[config.mk]
export PLATFORM = sky130hd
export DESIGN_NAME = audio_dma_out
export DESIGN_NICKNAME = d
export VERILOG_FILES = /design/src/rtl/audio_dma_out.sv
export SDC_FILE = /design/constraint.sdc
export NUM_CORES = 1
export LEC_CHECK = 0
export BUFFER_PORTS_ARGS = -buffer_cell sky130_fd_sc_hd__buf_4
export CAP_MARGIN = 20
export CORE_UTILIZATION = 55
export CTS_CLUSTER_DIAMETER = 150
export DETAILED_ROUTE_END_ITERATION = 7
export PLACE_DENSITY = 0.74
export RECOVER_POWER = 100
export SLEW_MARGIN = 30
export SYNTH_ARGS = -nofsm -noshare
export SYNTH_HDL_FRONTEND = slang
export SYNTH_SLANG_ARGS = --single-unit
export TNS_END_PERCENT = 30
[constraint.sdc]
create_clock -name clk -period 3.4 [get_ports clk]
set_input_delay 0.34 -clock clk [delete_from_list [all_inputs] [get_ports clk]]
set_output_delay 0.34 -clock clk [all_outputs]
set_load 0.01 [all_outputs]
[src/rtl/audio_dma_out.sv]
module audio_dma_out #(
  parameter int AW = 24,
  parameter int LW = 18,
  parameter int RW = 16,
  parameter int BW = 8,
  parameter int FD = 4
) (
  input  logic          clk,
  input  logic          rst_n,
  input  logic          reg_we,
  input  logic [2:0]    reg_addr,
  input  logic [31:0]   reg_wdata,
  output logic [31:0]   reg_rdata,
  output logic          mem_req,
  output logic [AW-1:0] mem_addr,
  input  logic          mem_ack,
  input  logic [63:0]   mem_rdata,
  output logic          dac_bclk,
  output logic          dac_lrclk,
  output logic          dac_sdata,
  output logic          irq
);
  localparam int WA = AW - 3;
  localparam int WN = LW - 3;
  localparam int PW = (FD > 1) ? $clog2(FD) : 1;
  localparam int CW = $clog2(FD + 1);

  logic [WA-1:0] pend_a, s0_a, s1_a;
  logic [LW-1:0] pend_len;
  logic [WN-1:0] s0_n, s1_n;
  logic          en, s0_v, s1_v, irq_q;
  logic [RW-1:0] rate, rcnt;
  logic [BW-1:0] bdiv, bcnt;

  logic [63:0]   fifo [FD];
  logic [PW-1:0] wp, rp;
  logic [CW-1:0] cnt;

  logic          half, active, bclk_q;
  logic [31:0]   lo_save, cur_smp, shreg, nxt_smp;
  logic [4:0]    bit_i;

  wire unused_ok = &{1'b0, reg_wdata};

  wire w_addr = reg_we && reg_addr == 3'd0;
  wire w_len  = reg_we && reg_addr == 3'd1;
  wire w_ctl  = reg_we && reg_addr == 3'd2;
  wire w_stat = reg_we && reg_addr == 3'd3;
  wire w_rate = reg_we && reg_addr == 3'd4;
  wire w_bdiv = reg_we && reg_addr == 3'd5;

  wire [WN-1:0] wlen = reg_wdata[LW-1:3];
  wire full  = s0_v & s1_v;
  wire push  = w_len & ~full & (wlen != '0);
  wire take  = mem_req & mem_ack;
  wire last  = take & (s0_n == WN'(1));
  wire to_s0 = ~s0_v | (last & ~s1_v);
  wire fnz   = cnt != '0;
  wire busy  = s0_v | fnz | half;
  wire tick  = en & (rcnt >= rate);
  wire pop   = tick & ~half & fnz;

  assign mem_req   = en & s0_v & (cnt != CW'(FD));
  assign mem_addr  = {s0_a, 3'b000};
  assign dac_bclk  = bclk_q;
  assign dac_lrclk = bit_i[4];
  assign dac_sdata = shreg[31];
  assign irq       = irq_q;
  assign nxt_smp   = half ? lo_save : (fnz ? fifo[rp][63:32] : cur_smp);

  always_comb begin
    case (reg_addr)
      3'd0:    reg_rdata = 32'({pend_a, 3'b000});
      3'd1:    reg_rdata = 32'(pend_len);
      3'd2:    reg_rdata = {31'b0, en};
      3'd3:    reg_rdata = {full, busy, 29'b0, irq_q};
      3'd4:    reg_rdata = 32'(rate);
      3'd5:    reg_rdata = 32'(bdiv);
      default: reg_rdata = '0;
    endcase
  end

  always_ff @(posedge clk or negedge rst_n) begin
    if (!rst_n) begin
      pend_a <= '0; pend_len <= '0; en <= 1'b0; rate <= '0; bdiv <= '0;
      s0_v <= 1'b0; s1_v <= 1'b0; s0_a <= '0; s1_a <= '0;
      s0_n <= '0; s1_n <= '0; irq_q <= 1'b0;
    end else begin
      if (w_addr) pend_a <= reg_wdata[AW-1:3];
      if (w_len)  pend_len <= reg_wdata[LW-1:0];
      if (w_ctl)  en <= reg_wdata[0];
      if (w_rate) rate <= reg_wdata[RW-1:0];
      if (w_bdiv) bdiv <= reg_wdata[BW-1:0];
      if (take) begin
        s0_a <= s0_a + WA'(1);
        s0_n <= s0_n - WN'(1);
      end
      if (last) begin
        s0_v <= s1_v; s0_a <= s1_a; s0_n <= s1_n; s1_v <= 1'b0;
      end
      if (push) begin
        if (to_s0) begin
          s0_v <= 1'b1; s0_a <= pend_a; s0_n <= wlen;
        end else begin
          s1_v <= 1'b1; s1_a <= pend_a; s1_n <= wlen;
        end
      end
      if ((push & to_s0) | (last & s1_v)) irq_q <= 1'b1;
      else if (w_stat)                    irq_q <= 1'b0;
    end
  end

  always_ff @(posedge clk) begin
    if (take) fifo[wp] <= mem_rdata;
  end

  always_ff @(posedge clk or negedge rst_n) begin
    if (!rst_n) begin
      wp <= '0; rp <= '0; cnt <= '0;
    end else begin
      if (take) wp <= (wp == PW'(FD - 1)) ? '0 : wp + PW'(1);
      if (pop)  rp <= (rp == PW'(FD - 1)) ? '0 : rp + PW'(1);
      case ({take, pop})
        2'b10:   cnt <= cnt + CW'(1);
        2'b01:   cnt <= cnt - CW'(1);
        default: cnt <= cnt;
      endcase
    end
  end

  always_ff @(posedge clk or negedge rst_n) begin
    if (!rst_n) begin
      rcnt <= '0; half <= 1'b0; lo_save <= '0; cur_smp <= '0; shreg <= '0;
      active <= 1'b0; bit_i <= '0; bcnt <= '0; bclk_q <= 1'b0;
    end else begin
      if (!en || tick) rcnt <= '0;
      else             rcnt <= rcnt + RW'(1);
      if (tick) begin
        cur_smp <= nxt_smp;
        shreg   <= nxt_smp;
        if (half) half <= 1'b0;
        else if (fnz) begin
          half    <= 1'b1;
          lo_save <= fifo[rp][31:0];
        end
        active <= 1'b1;
        bit_i  <= '0;
        bcnt   <= '0;
        bclk_q <= 1'b0;
      end else if (active) begin
        if (bcnt == bdiv) begin
          bcnt   <= '0;
          bclk_q <= ~bclk_q;
          if (bclk_q) begin
            shreg <= {shreg[30:0], 1'b0};
            bit_i <= bit_i + 5'd1;
            if (bit_i == 5'd31) active <= 1'b0;
          end
        end else begin
          bcnt <= bcnt + BW'(1);
        end
      end
    end
  end
endmodule


==> results.md, run 1 <==
- Synth warnings: 0
- Setup crit end kind: register
- Grt peak-use layer: met2
- Most common flop cell mapped by yosys: dfrtp_1
- CTS tree: built
- Most area-hungry cell type in the Yosys netlist: edfxtp_1
- Status: finished with violations
- CP required: 3920 ps
- Slew @ Worst Pin: 1860 ps
- Placement row count: 74
- GRT Residual Overflow: 0
- Final hold vios: 0
- Global-route wire length before repair: 86100 um
- Layout cells sized above 1: 15.1%
- CTS Sinks: 530
- Adder-cell share of the synthesized area: 1.65%
- Critical path fanouts, max: 6
- Syn avg cell area: 13.8 sq um
- Multiplexer share of the synthesized area: 16.5%
- Placer Congestion: 0.926
- Initial antenna violation count: 0
- Max Cap Viol: 1
- Worst hold path class: in -> reg
- Synth Area in Compound Gates: 6.86%
- Number of global-route vias before repair: 15353
- Setup CP Type: reg -> reg
- Clk_lat worst skew: 620 ps
- IO Pins: 164
- Met1 Usage GRT: 35.2%
- Worst-path clk slew: 70 ps
- Clock Skew: 34.6 ps
- Cell count after synthesis: 1681
- Die Y: 207 um
- Fin nets: 2030
- DRT iter0 DRCs: 1286
- Worst hold slack: 32.2 ps
- DRT Pass-1 Iters: 7
- Top post-synthesis cells by count: 274 x dfrtp_1, 256 x edfxtp_1, 84 x mux2i_1
- IO buf count: 146
- GRT Total Usage: 25.6%
- TritonCTS Buffers: 52
- Sequential-to-total area share from yosys stat: 62.7%
- Leak: 10.4 nW
- Most frequent cell after synthesis: dfrtp_1
- Core box area: 41200 sq um
- Area Overhead vs Synth: 16.5%
- Initial core utilization: 56.3%
- Slew Viols, Final: 36
- Met2 Use GR: 41.9%
- Largest net degree at the start of global routing: 98
- DRC viols: 0
- Routed WL: 53400 um
- Fin util: 65.6%
- Min Tclk post-route: 3030 ps
- Vias per Instance: 6.01
- Startpoint types: register
- Peak Freq: 330 MHz
- Post-Syn Area: 23200 sq um
- Post-synthesis sequential element count: 530
- Avg WL per Cell: 21.6 um
- Setup TNS: 0 ps
- Critical path, cell by cell: inv_1 -> ha_1 -> nand2b_1 -> a2111o_1 -> a311o_1 -> o21ai_0 -> inv_2 -> ha_1 -> inv_1 -> fa_1 -> o21ai_0
- Die X: 207 um
- Post-DP HPWL: 32500 um
- Antenna Nets Post-Route: 0
- Worst relative slew slack: -24.0%
- Synth Area in XOR/XNOR: 1.36%
- Post-synth EDFFs: 256
- Vias: 14847
- Peak VDD IR: 0.488 mV
- Slowest Stage Delay on Critical Path: 430 ps
- P per Cell Area: 626 nW/um^2
- Antenna fix cells: 0
- Setup violators final: 0
- Post-synth top area share: 33.1%
- H-tree Lvls: 2
- Max clock buf depth: 3
- Synth async-reset ratio: 51.7%
- Slowest-stage cell, CP: dfrtp_1
- GR Layer Usage met3: 4.18%
- Root Driver: clkbuf_16
- Dominant cells by area after synthesis: edfxtp_1 33%, dfrtp_1 30%, mux4_2 6.7%, mux2i_1 3.6%, mux2_1 3.4%
- RSZ-0062 raised after global routing: no
- Critical path data arrival time: 3550 ps
- Count of different cell masters after synthesis: 59
- Synth Area in Simple Gates: 7.79%
- Failing checks: max-capacitance violations, max-slew violations
- Die area: 43000 sq um
- Post-CTS Repair Setup Buffers: 0
- Fin crit share: 89.1%
- Largest family of logic cells by synthesized area: multiplexers
## sequential cells by signal, summed over array words and instances (netlist names), 16 cells and up
register,flops
fifo,256
cur_smp,32
lo_save,32
shreg,32
pend_a,21
s0_a,21
s1_a,21
pend_len,18
rate,16
rcnt,16
## worst paths after layout
kind,end,start,slack [ps],depth (start not counted)
worst max-delay path,cnt[1],rcnt[0],370,11
worst min-delay path,rate[15],reg_wdata[15],30,3
max in group asynchronous,lo_save[28],rst_n,810,3
min in group asynchronous,s0_a[20],rst_n,350,2
worst max register to register,cnt[1],rcnt[0],370,11
worst min register to register,lo_save[16],lo_save[16],490,1
## worst max-delay path: cells and delay by family (launching register included)
family          cells  cell delay, ps
buf+inv             3             210
fa+ha+maj           3             870
compound gates      4            1320
simple gates        1             140
flops               1             430
## layout by cell type, fill, tap and decap left out, drive strengths merged, types with 33 or more instances in the layout
cell type,Yosys,routed
o21ai,145,145
mux4,69,69
nand3,54,54
inv,66,67
nand2,82,82
dlygate4sd3,0,74
clkbuf,70,192
edfxtp,256,256
o211ai,33,33
mux2i,84,84
mux2,128,128
nor3,34,34
nor2,76,76
dfrtp,274,274
buf,40,61
## stage by stage
| step | cells | area [sq um] | power, mW | worst slack, ps |
|---|---|---|---|---|
| 2_1_floorplan | 1689 | 23200 | 9.97 | 276 |
| 3_3_place_gp | 2300 | 25000 | 11.0 | 524 |
| 3_5_place_dp | 2301 | 25000 | 11.1 | 449 |
| 4_1_cts | 2469 | 27600 | 17.1 | 463 |
| 5_1_grt | 2469 | 27000 | 17.6 | 194 |
| 6_report | 2469 | 27000 | 16.9 | 370 |
## layout make-up
| cell class | instances | area (sq um) |
|---|---|---|
| clock inverter | 31 | 385 |
| timing repair buffer | 264 | 1800 |
| inverter | 66 | 248 |
| sequential | 530 | 14600 |
| clock buffer | 63 | 1390 |
| tap | 532 | 666 |
| multi-input combinational | 983 | 7980 |
| fill | 3007 | 14200 |
## kinds of logic (layout without fill, tap and decap cells)
group | count (synthesis) | after routing
XOR/XNOR | 36 | 36
AO/OA/AOI/OAI | 266 | 266
flip-flops | 530 | 530
adder cells (fa/ha/maj) | 30 | 30
buffers and inverters | 176 | 424
multiplexers | 281 | 281
AND/OR/NAND/NOR | 361 | 361
other | 1 | 9
## timing repair
| action | 4_1_cts | 5_1_grt |
|---|---|---|
| hold endpoints to repair | 357 | 0 |
| hold buffers | 74 | 0 |
| endpoints found under the setup margin | 0 | 0 |
| gates resized for setup | 0 | 0 |
## layer usage
layer	up-vias	wire (um)
li1	6691	-
met2	490	26200
met1	7571	22800
met4	0	1500
met3	95	3010
met5	-	0
## power breakdown
| part | leakage (nW) | switching (mW) | internal [mW] |
|---|---|---|---|
| clock | 0.870 | 2.53 | 3.47 |
| combinational | 3.62 | 1.49 | 1.19 |
| sequential | 5.90 | 0.634 | 7.62 |
| total | 10.4 | 4.65 | 12.3 |
Note: power is estimated with default switching activity, not from simulation.
==> run 2, diff against run 1 <==
CTS_BUF_LIST = sky130_fd_sc_hd__clkbuf_8   (was not set)
==> results.md, run 2 (synthesis gave the netlist of run 1 again) <==
- Core box area: 41200 sq um
- Worst-path clk slew: 60 ps
- Failing checks: max-capacitance violations, max-slew violations
- Fin nets: 2079
- Fin util: 65.7%
- Layout cells sized above 1: 16.0%
- Max Cap Viol: 2
- Post-DP HPWL: 32500 um
- Die area: 43000 sq um
- Die Y: 207 um
- Setup crit end kind: register
- Critical path fanouts, max: 15
- Worst hold path class: in -> reg
- Initial antenna violation count: 0
- Status: finished with violations
- R2R Setup Slk: 370 ps
- RSZ-0062 raised after global routing: no
- CP required: 3930 ps
- Global-route wire length before repair: 84400 um
- Routed WL: 51900 um
- Root Driver: clkbuf_8
- Reg2reg end: s0_n[10]
- Slowest Stage Delay on Critical Path: 770 ps
- Post-CTS Hold Buffers: 89
- Slew @ Worst Pin: 1960 ps
- Initial core utilization: 56.3%
- Antenna fix cells: 0
- R2R cell count: 7
- Startpoint types: register
- NetSw: 4.63 mW
- GRT Total Usage: 24.9%
- Antenna Nets Post-Route: 0
- Max clock buf depth: 3
- Area Overhead vs Synth: 16.6%
- H-tree Lvls: 3
- GRT Residual Overflow: 0
- Clk_lat worst skew: 660 ps
- Most frequent cells in the layout: 271 x dfrtp_1, 256 x edfxtp_1, 136 x o21ai_0
- Cell depth of the worst min-delay path: 3
- Post-CTS Repair Setup Buffers: 0
- DRT iter0 DRCs: 1006
- Critical path, cell by cell: nor3b_1 -> nor2_1 -> inv_1 -> o21ai_2 -> buf_4 -> nand2_1 -> mux2_2
- Vias: 14946
- IO Pins: 164
- Max reg flops: 256
- Placer Congestion: 0.926
- Clock network power share: 32.4%
- CTS Sinks: 530
- Post-CTS sizing: 0
- Fin crit share: 89.2%
- Hold Crit Endpoint: irq
- DRT Pass-1 Iters: 5
- Largest net degree at the start of global routing: 98
- CP Buf/Inv Count: 2
- Number of global-route vias before repair: 15397
- Setup CP Type: reg -> reg
- Worst relative slew slack: -31.2%
- Fill count: 3039
- Worst r2r src: cnt[1]
- Switching Share: 28.7%
- Most common cell after layout, fill and taps aside: dfrtp_1
- IO buf count: 146
- Peak Freq: 330 MHz
- Top delay family on crit path: simple AND/OR/NAND/NOR gates
- Flop pwr share: 51.1%
- Internal power: 11.5 mW
- Vias per Instance: 5.87
- Setup violators final: 0
- Placement row count: 74
- Clock Skew: 26.1 ps
- Worst Min Path Start: reg_we
- TritonCTS Buffers: 86
- Die X: 207 um
- Slowest-stage cell, CP: nor3b_1
- Setup TNS: 0 ps
- Peak VDD IR: 0.479 mV
- Min Tclk post-route: 3030 ps
- Avg WL per Cell: 20.4 um
- P per Cell Area: 597 nW/um^2
- DRC viols: 0
- Comb pwr share: 16.5%
- Slew Viols, Final: 81
- Leak: 10.6 nW
- Top reg by flops: fifo
- CTS tree: built
- Final hold vios: 0
- Critical path data arrival time: 3560 ps
-- run 2: cell type report --
type / instances / area, sq um / area share, %
flip-flops and latches: 530 / 14600 / 53.8
multi-input cells: 983 / 7980 / 29.5
repair buffers: 279 / 1960 / 7.24
clock buffers: 100 / 1380 / 5.09
well taps: 532 / 666 / 2.46
clock inverters: 56 / 275 / 1.02
inverters: 66 / 248 / 0.916
-- run 2: worst max-delay path by stage --
stage	from	endpoint	slack, ps	cells past startpoint
6_report	cnt[1]	s0_n[10]	370	7
5_1_grt	cnt[1]	cnt[2]	160	9
4_1_cts	cnt[1]	reg_rdata[30]	450	4
3_5_place_dp	rcnt[0]	cnt[1]	450	11
3_3_place_gp	rcnt[0]	cnt[2]	520	13
2_1_floorplan	rcnt[14]	cnt[2]	280	14
-- run 2: tightest hold or removal path, stage by stage --
cell and delay, ps:
buf_4 140, nand3_1 90, a221o_1 130
-- run 2: routing by layer --
layer | wire [um] | vias up | global-route usage [%]
li1 | - | 6802 | -
met1 | 22500 | 7555 | 34.2
met2 | 24900 | 499 | 40.0
met3 | 3150 | 90 | 5.19
met4 | 1310 | 0 | 8.47
met5 | 0 | - | 0
-- run 2: stage by stage --
step | hold WS (ps) | cells | total power, mW | instance area (sq um) | worst slack, ps
2_1_floorplan | 44.4 | 1689 | 9.97 | 23200 | 276
3_3_place_gp | 434 | 2300 | 11.0 | 25000 | 524
3_5_place_dp | 435 | 2301 | 11.1 | 25000 | 449
4_1_cts | 51.7 | 2546 | 16.4 | 27600 | 446
5_1_grt | 94.5 | 2546 | 16.9 | 27100 | 161
6_report | 91.8 | 2546 | 16.2 | 27100 | 366
-- run 2: power by group through the flow --
stage               registers, mW  clock network (mW)  logic (mW)
finish                       8.25                5.23        2.67
global placement             8.30                   0        2.66
floorplan                    8.20                   0        1.77
detailed placement           8.37                   0        2.75
global route                 8.35                5.61        2.95
CTS                          8.25                5.31        2.84
